==> config.mk <==
export PLATFORM = sky130hd
export DESIGN_NAME = ccf_eval_top
export DESIGN_NICKNAME = d
export VERILOG_FILES = /design/src/rtl/ccf_pkg.sv /design/src/rtl/ccf_sub_unit.sv /design/src/rtl/ccf_calc.sv /design/src/rtl/ccf_store.sv /design/src/rtl/ccf_eval_top.sv
export SDC_FILE = /design/constraint.sdc
export NUM_CORES = 1
export LEC_CHECK = 0
export BUFFER_PORTS_ARGS = -buffer_cell sky130_fd_sc_hd__buf_2
export CAP_MARGIN = 30
export CORE_MARGIN = 3
export CORE_UTILIZATION = 60
export CTS_CLUSTER_DIAMETER = 80
export DETAILED_ROUTE_END_ITERATION = 16
export PLACE_DENSITY = 0.81
export SLEW_MARGIN = 10
export SYNTH_ARGS = -nofsm -noshare
export SYNTH_HDL_FRONTEND = slang
export SYNTH_SLANG_ARGS = --single-unit
==> constraint.sdc <==
create_clock -name clk -period 6.1 [get_ports clk]
set_input_delay 1.22 -clock clk [delete_from_list [all_inputs] [get_ports clk]]
set_output_delay 1.22 -clock clk [all_outputs]
set_load 0.02 [all_outputs]
==> src/rtl/ccf_pkg.sv <==
package ccf_pkg;

    localparam int CCF_DW = 32;
    localparam int CCF_OPW = 4;

    typedef enum logic [CCF_OPW-1:0] {
        OP_RAW   = 4'd0,
        OP_LOGIC = 4'd1,
        OP_ADD   = 4'd2,
        OP_SUB   = 4'd3,
        OP_CMPB  = 4'd4,
        OP_CMPW  = 4'd5,
        OP_ADDX  = 4'd6,
        OP_SUBX  = 4'd7,
        OP_SHIFT = 4'd8
    } ccf_op_e;

    typedef struct packed {
        logic n;
        logic z;
        logic v;
        logic c;
    } ccf_flags_t;

    localparam ccf_flags_t CCF_RESET_FLAGS = '{n: 1'b0, z: 1'b1, v: 1'b0, c: 1'b0};

    function automatic logic op_is_legal(input logic [CCF_OPW-1:0] code);
        return code <= OP_SHIFT;
    endfunction

endpackage

==> src/rtl/ccf_sub_unit.sv <==
module ccf_sub_unit
    import ccf_pkg::*;
#(
    parameter int W = 32
) (
    input  logic [W-1:0] src_i,
    input  logic [W-1:0] res_i,
    output ccf_flags_t   flags_o
);
    logic [W-1:0] minuend;
    logic [W-1:0] ovf_vec;
    logic         zero;

    assign minuend = res_i + src_i;
    assign ovf_vec = (minuend ^ res_i) & (minuend ^ src_i);
    assign zero    = (res_i == '0);

    assign flags_o.z = zero;
    assign flags_o.n = !zero && res_i[W-1];
    assign flags_o.c = (minuend < src_i);
    assign flags_o.v = ovf_vec[W-1];

endmodule

==> src/rtl/ccf_calc.sv <==
module ccf_calc
    import ccf_pkg::*;
#(
    parameter int DW = CCF_DW
) (
    input  ccf_op_e       op_i,
    input  logic [DW-1:0] src_i,
    input  logic [DW-1:0] res_i,
    input  logic          prev_z_i,
    output ccf_flags_t    flags_o
);
    localparam int HALF_W = DW / 2;
    localparam int BYTE_W = DW / 4;
    localparam int NSUB   = 3;

    ccf_flags_t   sub_f [NSUB];
    logic         z32;
    logic         n32;
    logic [DW-1:0] add_t, add_ov;
    logic [DW-1:0] adx_t, adx_ov;
    logic [DW-1:0] sbx_t, sbx_ov;

    for (genvar g = 0; g < NSUB; g++) begin : g_sub
        localparam int W = (g == 0) ? DW : ((g == 1) ? HALF_W : BYTE_W);
        ccf_sub_unit #(.W(W)) u_sub (
            .src_i   (src_i[W-1:0]),
            .res_i   (res_i[W-1:0]),
            .flags_o (sub_f[g])
        );
    end

    assign z32    = (res_i == '0);
    assign n32    = !z32 && res_i[DW-1];

    assign add_t  = res_i - src_i;
    assign add_ov = (src_i ^ res_i) & ~(add_t ^ src_i);
    assign adx_t  = res_i - src_i - 1'b1;
    assign adx_ov = (src_i ^ res_i) & ~(adx_t ^ src_i);
    assign sbx_t  = res_i + src_i + 1'b1;
    assign sbx_ov = (sbx_t ^ res_i) & (sbx_t ^ src_i);

    always_comb begin
        flags_o = '0;
        unique case (op_i)
            OP_RAW: flags_o = ccf_flags_t'(res_i[3:0]);
            OP_LOGIC: begin
                flags_o.n = n32;
                flags_o.z = z32;
            end
            OP_ADD: begin
                flags_o.n = n32;
                flags_o.z = z32;
                flags_o.c = (res_i < src_i);
                flags_o.v = add_ov[DW-1];
            end
            OP_SUB:  flags_o = sub_f[0];
            OP_CMPW: flags_o = sub_f[1];
            OP_CMPB: flags_o = sub_f[2];
            OP_ADDX: begin
                flags_o.n = n32;
                flags_o.z = z32 && prev_z_i;
                flags_o.c = (res_i <= src_i);
                flags_o.v = adx_ov[DW-1];
            end
            OP_SUBX: begin
                flags_o.n = n32;
                flags_o.z = z32 && prev_z_i;
                flags_o.c = (sbx_t <= src_i);
                flags_o.v = sbx_ov[DW-1];
            end
            OP_SHIFT: begin
                flags_o.n = n32;
                flags_o.z = z32;
                flags_o.c = (src_i != '0);
            end
            default: flags_o = '0;
        endcase
    end

endmodule

==> src/rtl/ccf_store.sv <==
module ccf_store
    import ccf_pkg::*;
#(
    parameter int DW = CCF_DW
) (
    input  logic                clk,
    input  logic                rst,
    input  logic                rec_valid_i,
    input  logic [CCF_OPW-1:0]  rec_op_i,
    input  logic [DW-1:0]       rec_src_i,
    input  logic [DW-1:0]       rec_res_i,
    input  logic                eval_req_i,
    input  ccf_flags_t          eval_flags_i,
    output ccf_op_e             op_o,
    output logic [DW-1:0]       src_o,
    output logic [DW-1:0]       res_o
);
    localparam int PAD_W = DW - $bits(ccf_flags_t);

    logic load;
    assign load = rec_valid_i && op_is_legal(rec_op_i);

    always_ff @(posedge clk) begin
        if (rst) begin
            op_o  <= OP_RAW;
            src_o <= '0;
            res_o <= {{PAD_W{1'b0}}, CCF_RESET_FLAGS};
        end else if (load) begin
            op_o  <= ccf_op_e'(rec_op_i);
            src_o <= rec_src_i;
            res_o <= rec_res_i;
        end else if (eval_req_i) begin
            op_o  <= OP_RAW;
            src_o <= '0;
            res_o <= {{PAD_W{1'b0}}, eval_flags_i};
        end
    end

    assert_state_held_R11: assert property (@(posedge clk) disable iff (rst)
        (rec_valid_i && !op_is_legal(rec_op_i) && !eval_req_i)
        |=> ($stable(op_o) && $stable(src_o) && $stable(res_o)));

    assert_resolved_after_eval_R3: assert property (@(posedge clk) disable iff (rst)
        (eval_req_i && !load) |=> (op_o == OP_RAW));

    assert_new_record_wins_R12: assert property (@(posedge clk) disable iff (rst)
        (eval_req_i && load) |=> (op_o != OP_RAW || res_o == $past(rec_res_i)));

endmodule

==> src/rtl/ccf_eval_top.sv <==
module ccf_eval_top
    import ccf_pkg::*;
#(
    parameter int DW = CCF_DW
) (
    input  logic          clk,
    input  logic          rst,
    input  logic          rec_valid_i,
    input  logic [3:0]    rec_op_i,
    input  logic [DW-1:0] rec_src_i,
    input  logic [DW-1:0] rec_res_i,
    input  logic          eval_req_i,
    output logic          flags_vld_o,
    output logic [3:0]    flags_o,
    output logic          op_err_o
);
    ccf_op_e       st_op;
    logic [DW-1:0] st_src;
    logic [DW-1:0] st_res;
    ccf_flags_t    calc_f;
    ccf_flags_t    flags_q;
    logic          vld_q;
    logic          err_q;

    ccf_store #(.DW(DW)) u_store (
        .clk          (clk),
        .rst          (rst),
        .rec_valid_i  (rec_valid_i),
        .rec_op_i     (rec_op_i),
        .rec_src_i    (rec_src_i),
        .rec_res_i    (rec_res_i),
        .eval_req_i   (eval_req_i),
        .eval_flags_i (calc_f),
        .op_o         (st_op),
        .src_o        (st_src),
        .res_o        (st_res)
    );

    ccf_calc #(.DW(DW)) u_calc (
        .op_i     (st_op),
        .src_i    (st_src),
        .res_i    (st_res),
        .prev_z_i (flags_q.z),
        .flags_o  (calc_f)
    );

    always_ff @(posedge clk) begin
        if (rst) begin
            flags_q <= CCF_RESET_FLAGS;
            vld_q   <= 1'b0;
            err_q   <= 1'b0;
        end else begin
            vld_q <= eval_req_i;
            err_q <= rec_valid_i && !op_is_legal(rec_op_i);
            if (eval_req_i) begin
                flags_q <= calc_f;
            end
        end
    end

    assign flags_vld_o = vld_q;
    assign flags_o     = flags_q;
    assign op_err_o    = err_q;

    assert_vld_follows_req_R2: assert property (@(posedge clk) disable iff (rst)
        eval_req_i |=> flags_vld_o);

    assert_vld_quiet_R2: assert property (@(posedge clk) disable iff (rst)
        !eval_req_i |=> (!flags_vld_o && $stable(flags_o)));

    assert_err_pulse_R11: assert property (@(posedge clk) disable iff (rst)
        (rec_valid_i && rec_op_i > 4'd8) |=> op_err_o);

    assert_err_quiet_R11: assert property (@(posedge clk) disable iff (rst)
        !rec_valid_i |=> !op_err_o);

    assert_nz_exclusive_R5: assert property (@(posedge clk) disable iff (rst)
        (st_op != OP_RAW) |-> !(calc_f.n && calc_f.z));

    assert_logic_vc_clear_R5: assert property (@(posedge clk) disable iff (rst)
        (st_op == OP_LOGIC) |-> (!calc_f.v && !calc_f.c));

    assert_shift_v_clear_R10: assert property (@(posedge clk) disable iff (rst)
        (st_op == OP_SHIFT) |-> !calc_f.v);

endmodule

# After elaboration in Yosys (flattened, before gate mapping)
# Index checks and enable logic that the tools add are counted.
[totals]
output_inout_bits = 6
register_bits = 74
input_bits = 72
elab_cells = 76
[op_classes]
muxes = 9
n_addsub = 6
eq_ne = 8
magnitude_cmp = 7
bitwise = 19
n_reduce_logical = 18
[op_table]
columns = ["cell", "count"]
rows = [
  ["$xor 32x32->32", 7],
  ["$and 32x32->32", 4],
  ["$mux 32", 4],
  ["$le 32x32->1", 2],
  ["$lt 32x32->1", 2],
  ["$not 32->32", 2],
  ["$add 32x1->32 const B", 1],
  ["$add 32x32->32", 1],
  ["$logic_not 32->1", 1],
  ["$reduce_bool 32->1", 1],
  ["$sub 32x1->32 const B", 1],
  ["$sub 32x32->32", 1],
  ["$xor 16x16->16", 2],
  ["$add 16x16->16", 1],
  ["$and 16x16->16", 1],
  ["$eq 4x3->1 const B", 4],
  ["$logic_not 16->1", 1],
  ["$lt 16x16->1", 1],
  ["$xor 8x8->8", 2],
  ["$pmux 2 s5", 1],
  ["$add 8x8->8", 1],
  ["$and 8x8->8", 1],
  ["$eq 4x2->1 const B", 2],
  ["$logic_not 8->1", 1],
  ["13 further kinds", 22],
]

# Depth between registers and ports, before layout
# Gate-level depths: netlist (run 1).
[logic_depth]
word_depth = 8
ltp_mapped = 26

# Cells and area by module
# A second synthesis (run 1) with hierarchy kept.
[hier_totals]
hier_cells = 1655
hier_area_um2 = 12236.7
[by_module_without_submodules]
columns = ["mod", "n_inst", "cells_per_inst", "area_per_inst_um2"]
rows = [
  ["ccf_calc", 1, 720, 4889.7],
  ["ccf_store", 1, 326, 2880.3],
  ["ccf_sub_unit (u_calc.g_sub[0].u_sub)", 1, 390, 2740.1],
  ["ccf_sub_unit (u_calc.g_sub[1].u_sub)", 1, 142, 1063.5],
  ["ccf_sub_unit (u_calc.g_sub[2].u_sub)", 1, 58, 452.9],
  ["ccf_eval_top", 1, 19, 210.2],
]

# Least setup slack after synthesis (run 1)
# No wires, ideal clock.
[synth_timing]
path_kind = "register to register"
from = "register u_store.src_o[0]"
to = "register u_store.res_o[0]"
path_slack_ps = 1196
period_less_slack_ps = 4904
t_required_ps = 6009
t_arrival_ps = 4813
path_stages_with_launch = 27
path_buffers = 0
cell_sequence = "dfxtp_1 ha_1 inv_1 fa_1 o21bai_4 a2111oi_4 o41a_4 xnor2_4 inv_2 nand4b_2 nand2b_4 nor4_4 nand4_4 nor3_1 xnor2_1 ha_1 a21o_1 a21oi_1 nor2b_1 o21ai_0 nand2b_1 a21oi_1 nor2b_1 o21ai_0 o311a_1 a211oi_1 a311oi_1"
[synth_between]
elab_chain_len = 6
word_cells_on_any_way = 14
[synth_rtl]
columns = ["element", "line_no", "text"]
rows = [
  ["start, declared", "ccf_store.sv:15", "output logic [DW-1:0] src_o,"],
  ["start signal, assigned", "ccf_store.sv:30", "src_o <= rec_src_i;"],
  ["$add 32x32->32", "ccf_sub_unit.sv:14, ccf_calc.sv:39", ""],
  ["$add 32x1->32", "ccf_calc.sv:39", "assign sbx_t = res_i + src_i + 1'b1;"],
  ["$le 32x32->1", "ccf_calc.sv:68", "flags_o.c = (sbx_t <= src_i);"],
  ["$pmux 1 s8 (*)", "ccf_calc.sv:44", "unique case (op_i)"],
  ["$mux 32 (*)", "ccf_store.sv:32", "end else if (eval_req_i) begin"],
  ["$mux 32 (*)", "ccf_store.sv:28", "end else if (load) begin"],
  ["end signal, assigned", "ccf_store.sv:27", "res_o <= {{PAD_W{1'b0}}, CCF_RESET_FLAGS};"],
  ["end signal, assigned", "ccf_store.sv:31", "res_o <= rec_res_i;"],
  ["end signal, assigned", "ccf_store.sv:35", "res_o <= {{PAD_W{1'b0}}, eval_flags_i};"],
  ["end, declared", "ccf_store.sv:16", "output logic [DW-1:0] res_o"],
]
# Mark *: on every way between the ends. The rest lies on a longest branch, timed or not. The select of a mux whose other input is x is not followed.
# A chain may end at the register's enable or synchronous reset.

# Final worst setup path (run 1)
[layout_timing]
from = "register u_store.src_o[8]"
to = "register u_store.res_o[0]"
# Same word-level chain as after synthesis.

==> impl_metrics.yaml, run 1 <==
placement:
  gp_congestion: 1.05
  post-dp-hpwl_um: 26600
  placed_area_mm2: 0.0102
  post-place-ws_ns: 0.509
  portBuffers: 77
cts:
  clock_latency_ns: 0.34
  cts_setup_buffers: 0
  cts_tree: "yes"
  cts_buffers: 9
  clockBufferDepth: 2
  hold_buffers: 0
  clk_pin_slew_worst_paths_ns: 0.06
  htreeDepth: 3
  cts_sinks: 74
  cts_resized: 0
  cts_root_buf: "clkbuf_16"
die:
  ios: 78
  start_util_pct: 61.6
  core_mm2: 0.0159
  die_x_um: 134
  rows: 46
  fp.dieH_um: 134
  fp.dieArea_mm2: 0.0179
route:
  route.met2.wl_um: 14500
  wl_met3_um: 3300
  drt-initial-drc-count: 1384
  wl_um: 33400
  antenna_left: 0
  vias: 10614
  drt-pass1-iter-count: 6
  wl_per_cell_um: 21.3
  m1WireLength_um: 14300
  vias_per_cell: 6.75
  drc_errors: 0
  maxUsedRoutingLayer: "met4"
logic_synthesis:
  syn_avg_cell_area_um2: 7.39
  yosys_register_bits: 74
  yosysMostFrequentCell: "a21oi_1"
  synth_cell_type_count: 104
  synth_area_leaders: "ha_1 16%, dfxtp_1 15%, a21oi_1 7.7%"
  synth.cell_area_mm2: 0.00981
  yosys-top-cells-count: "151 x a21oi_1, 132 x nand2_1, 126 x ha_1"
  ys.flop_type: "dfxtp_1"
  synth_top_area_share_pct: 16.1
  yosys_warnings: 0
  synth_seq_area_share_pct: 15.1
  synth_edf_count: 0
  synthCells: 1327
  synth_top_area_cell: "ha_1"
  ys_async_sr_fraction_pct: 0
  syn-num-nets: 1527
global_routing:
  grt_pass1_wl_um: 52100
  grt_usage_pct: 36.2
  antenna_found_initial: 0
  grt_overflow: 0
  first_global_vias: 9785
  grt_start_max_net_pins: 68
timing:
  drv_slew: 0
  tightest_slew_ns: 0.741
  rsz0062_at_grt: "false"
  setup_violations: 0
  skew_ns: 0.00355
  fin_crit_ns: 5.73
  hold_viol: 0
  setup-tns-final_ns: 0
  fin_ws_ns: 0.369
  fmax_ghz: 0.174
  min_period_over_period_pct: 94.0
  slew_headroom_pct: 50.2
layout:
  fin_area_mm2: 0.0105
  final_util_pct: 65.6
  antenna_cells: 0
  regArea_mm2: 0.00148
  multi_input_area_mm2: 0.00766
  drive_above_1_share_pct: 12.6
  nNetsFinal: 1551
  fill_cells: 1449
  areaGrowthSynthToFinish_pct: 6.59
worst_setup_path:
  worstSetupStartpoint: "u_store.src_o[8]"
  crit_path_end: "u_store.res_o[0]"
  path_class: "register to register"
  cp-end-kind: "register"
  r2r-start: "u_store.src_o[8]"
  cp.required_ns: 6.34
  rrSetupSlack_ns: 0.37
  worstSetupStartpointType: "register"
  cp_max_fo: 12
  cp.arrival_ns: 5.97
  r2r-end: "u_store.res_o[0]"
  ff2ff_path_depth: 24
power:
  vdd_drop_max_v: 0.000239
  finalPower_mw: 1.88
  p_per_area_mw_per_mm2: 180
  p_leak_nw: 4.54
run_status:
  status: "finished clean"
hold_path:
  hold_depth: 2
  hp-class: "register to register"
flow_run:
  cap_viol_max_count: 0
## critical path, stage by stage (launching register included)
cell,delay (ns)
dfxtp_1,0.38
inv_1,0.10
ha_1,0.70
nor2b_1,0.14
o211ai_1,0.24
nand3_1,0.14
a31oi_1,0.54
xnor2_2,0.24
nand3_4,0.16
nor4_4,0.36
and4_4,0.31
nand4_2,0.17
nor4_2,0.34
xor2_1,0.21
ha_1,0.27
a21oi_1,0.13
nor2b_1,0.05
o21ai_0,0.15
nand2b_1,0.08
a21oi_1,0.14
nor2b_1,0.06
o21ai_0,0.14
o311a_1,0.20
a211oi_1,0.10
a311oi_1,0.28
## power breakdown
part	internal [mW]	switching, mW	total (mW)
Clock	0.273	0.207	0.481
Combinational	0.325	0.529	0.854
Sequential	0.505	0.0383	0.544
Total	1.10	0.775	1.88
## metrics by stage
stage          hold WS [ns]  std cells
6_report              0.482       1572
3_3_place_gp          0.471       1556
2_1_floorplan         0.473       1327
3_5_place_dp          0.471       1556
5_1_grt               0.499       1572
4_1_cts               0.483       1572
## kinds of logic (layout without fill, tap and decap cells)
| kind of cell | count (synthesis) | count (layout) | synth area share (%) |
|---|---|---|---|
| muxes | 7 | 7 | 0.752 |
| DFF | 74 | 74 | 15.1 |
| and+or+nand+nor | 508 | 508 | 27.6 |
| buffers and inverters | 159 | 188 | 6.92 |
| AOI/OAI and AO/OA | 386 | 386 | 26.7 |
| adders and majority gates | 128 | 128 | 16.5 |
| xor gates and xnor gates | 65 | 65 | 6.45 |
## area by class of cell
| type | count | area share, % |
|---|---|---|
| clock inverters | 7 | 0.419 |
| inverters | 84 | 3.01 |
| multi-input cells | 1094 | 73.2 |
| well taps | 216 | 2.58 |
| repair buffers | 88 | 4.47 |
| clock buffers | 9 | 2.15 |
| flip-flops and latches | 74 | 14.2 |
## sequential cells by signal, summed over array words and instances (netlist names)
signal and cells:
u_store.res_o 32, u_store.src_o 32, flags_o 4, flags_vld_o 1
u_store.op_o 4, op_err_o 1
## layer usage
| metal | up-vias | track usage (%) |
|---|---|---|
| met5 | - | 0 |
| met4 | 0 | 14.2 |
| met3 | 92 | 4.16 |
| met2 | 627 | 55.7 |
| met1 | 4954 | 52.0 |
| li1 | 4941 | - |
## how the worst min path moves through the flow
stage	to	from	slack [ns]
after floorplan	flags_o[2]	flags_o[2]	0.47
after global placement	flags_o[0]	flags_o[0]	0.47
after detailed placement	flags_o[3]	flags_o[3]	0.47
after CTS	flags_o[3]	flags_o[3]	0.48
after global routing	flags_o[0]	flags_o[0]	0.50
final	flags_o[3]	flags_o[3]	0.48
## layout by cell type (no fill, tap or decap), drive strengths merged, types with 5 or more instances in the layout
cell type / synthesis / routed
nand2b: 13 / 13
nor3: 33 / 33
and3: 6 / 6
o211ai: 14 / 14
clkbuf: 39 / 9
nand2: 134 / 134
nand4: 38 / 38
nand3: 93 / 93
o21ai: 53 / 53
nor2b: 20 / 20
o21a: 13 / 13
a31oi: 13 / 13
nor2: 81 / 81
a21o: 34 / 34
a2111oi: 7 / 7
nor3b: 7 / 7
inv: 84 / 85
a211oi: 13 / 13
o31ai: 14 / 14
xor2: 14 / 14
ha: 126 / 126
a21oi: 155 / 155
xnor2: 51 / 51
a21boi: 5 / 5
dfxtp: 74 / 74
nor4: 49 / 49
or2: 7 / 7
or3: 5 / 5
o2111ai: 7 / 7
buf: 36 / 88
and2: 5 / 5
o21bai: 9 / 9
No activity file was read; power rests on OpenSTA's default activity.
==> inputs of run 2 (changes only) <==
Settings changed: REMOVE_ABC_BUFFERS set to 1.
==> run 2 against run 1 <==
Net effect:
- critical path depth up 2
- die area is the same
- combinational power hardly changed
- setup slack improved by 0.098 ns
- largest cell class unchanged
==> impl_metrics.yaml, run 2 (same netlist as run 1, synthesis figures left out) <==
run_status:
  status: "finished clean"
timing:
  fin_ws_ns: 0.467
  skew_ns: 0.00617
  rsz0062_at_grt: "false"
  fin_crit_ns: 5.63
  setup-tns-final_ns: 0
  setup_violations: 0
  hold_ws_ns: 0.485
  slew_headroom_pct: 41.8
  hold_viol: 0
  drv_slew: 0
  tightest_slew_ns: 0.865
  min_period_over_period_pct: 92.3
  fmax_ghz: 0.178
global_routing:
  grt_start_max_net_pins: 75
  grt_pass1_wl_um: 52000
  grt_overflow: 0
  grt_usage_pct: 36.3
  first_global_vias: 9797
  antenna_found_initial: 0
power:
  swShare_pct: 38.6
  p_leak_nw: 4.59
  p_switching_mw: 0.764
  vdd_drop_max_v: 0.000231
  p_per_area_mw_per_mm2: 187
  combinationalPowerShare_pct: 43.2
  pwr-share-clk_pct: 29.2
  power.internal_mw: 1.21
  p_seq_share_pct: 27.6
worst_setup_path:
  worstSetupStartpointType: "register"
  cp.required_ns: 6.34
  cp_max_fo: 7
  cpPeakStageDelay_ns: 0.49
  path_class: "register to register"
  ff2ff_path_depth: 26
  crit_slowest_cell: "fa_1"
  cp.arrival_ns: 5.88
  cp-end-kind: "register"
die:
  ios: 78
  fp.dieH_um: 134
  rows: 46
  fp.dieArea_mm2: 0.0179
  die_x_um: 134
  core_mm2: 0.0159
  start_util_pct: 61.6
layout:
  fill_cells: 1456
  nNetsFinal: 1554
  drive_above_1_share_pct: 12.8
  layout_common_cells: "151 x a21oi_1, 131 x nand2_1, 126 x ha_1"
  final_util_pct: 66.3
  top_regs: "u_store.res_o x32, u_store.src_o x32"
  regArea_mm2: 0.00148
  mostFrequentLayoutCell: "a21oi_1"
  fin_area_mm2: 0.0106
  antenna_cells: 0
  areaGrowthSynthToFinish_pct: 7.71
  multi_input_area_mm2: 0.00766
route:
  antenna_left: 0
  drt-pass1-iter-count: 5
  drc_errors: 0
  vias_per_cell: 6.65
  wl_um: 33500
  vias: 10478
  drt-initial-drc-count: 1093
  wl_per_cell_um: 21.3
placement:
  post-place-ws_ns: 0.546
  placed_area_mm2: 0.0102
  gp_congestion: 1.04
  post-dp-hpwl_um: 26800
  portBuffers: 77
cts:
  clockBufferDepth: 2
  cts_buffers: 9
  clock_latency_ns: 0.33
  cts_sinks: 74
  cts_tree: "yes"
  cts_root_buf: "clkbuf_16"
  htreeDepth: 3
  hold_buffers: 0
  clk_pin_slew_worst_paths_ns: 0.06
hold_path:
  hold_depth: 2
  hp-class: "register to register"
flow_run:
  cap_viol_max_count: 0
run 2: power by group through the flow:
| stage | clock network (mW) | logic, mW | registers, mW |
|---|---|---|---|
| floorplan | 0 | 0.592 | 0.538 |
| global placement | 0 | 0.824 | 0.552 |
| detailed placement | 0 | 0.825 | 0.553 |
| CTS | 0.583 | 0.832 | 0.542 |
| global route | 0.600 | 0.934 | 0.546 |
| finish | 0.578 | 0.855 | 0.545 |
run 2: what timing repair did:
action | in CTS | in global routing
setup buffers | 0 | 0
hold endpoints to repair | 0 | 0
endpoints found under the setup margin | 0 | 1
resized for setup | 0 | 1
run 2: worst max-delay path, delay by kind of cell (launching register included):
kind	cells	cell delay (ns)
xor gates and xnor gates	2	0.31
adders and majority gates	3	0.99
and+or+nand+nor	8	1.41
buffers and inverters	2	0.20
DFF	1	0.44
AOI/OAI and AO/OA	11	2.16
run 2: layout make-up:
cell class	instances	share of cell area, %
multi-input cells	1094	72.5
clock inverters	4	0.698
inverters	84	2.98
repair buffers	91	4.83
flip-flops and latches	74	14.0
well taps	216	2.56
clock buffers	12	2.43
run 2: worst paths after layout:
path                                       start                to  slack (ns)
worst min-delay path                  flags_o[3]        flags_o[3]        0.48
worst max register to register  u_store.src_o[0]  u_store.res_o[0]        0.47
worst max-delay path            u_store.src_o[0]  u_store.res_o[0]        0.47
worst min register to register        flags_o[3]        flags_o[3]        0.48
run 2: metal layers:
metal  GRT usage (%)  vias to the layer above  routed length, um
li1                -                     4938                  -
met1            50.7                     4887              14700
met2            54.1                      563              14000
met3            7.73                       90               3340
met4            15.7                        0               1470
met5               0                        -                  0
run 2: through the flow:
step / total power [mW] / instances
final: 1.98 / 1575
after global routing: 2.08 / 1575
after CTS: 1.96 / 1575
after detailed placement: 1.38 / 1559
after global placement: 1.38 / 1558
after floorplan: 1.13 / 1252
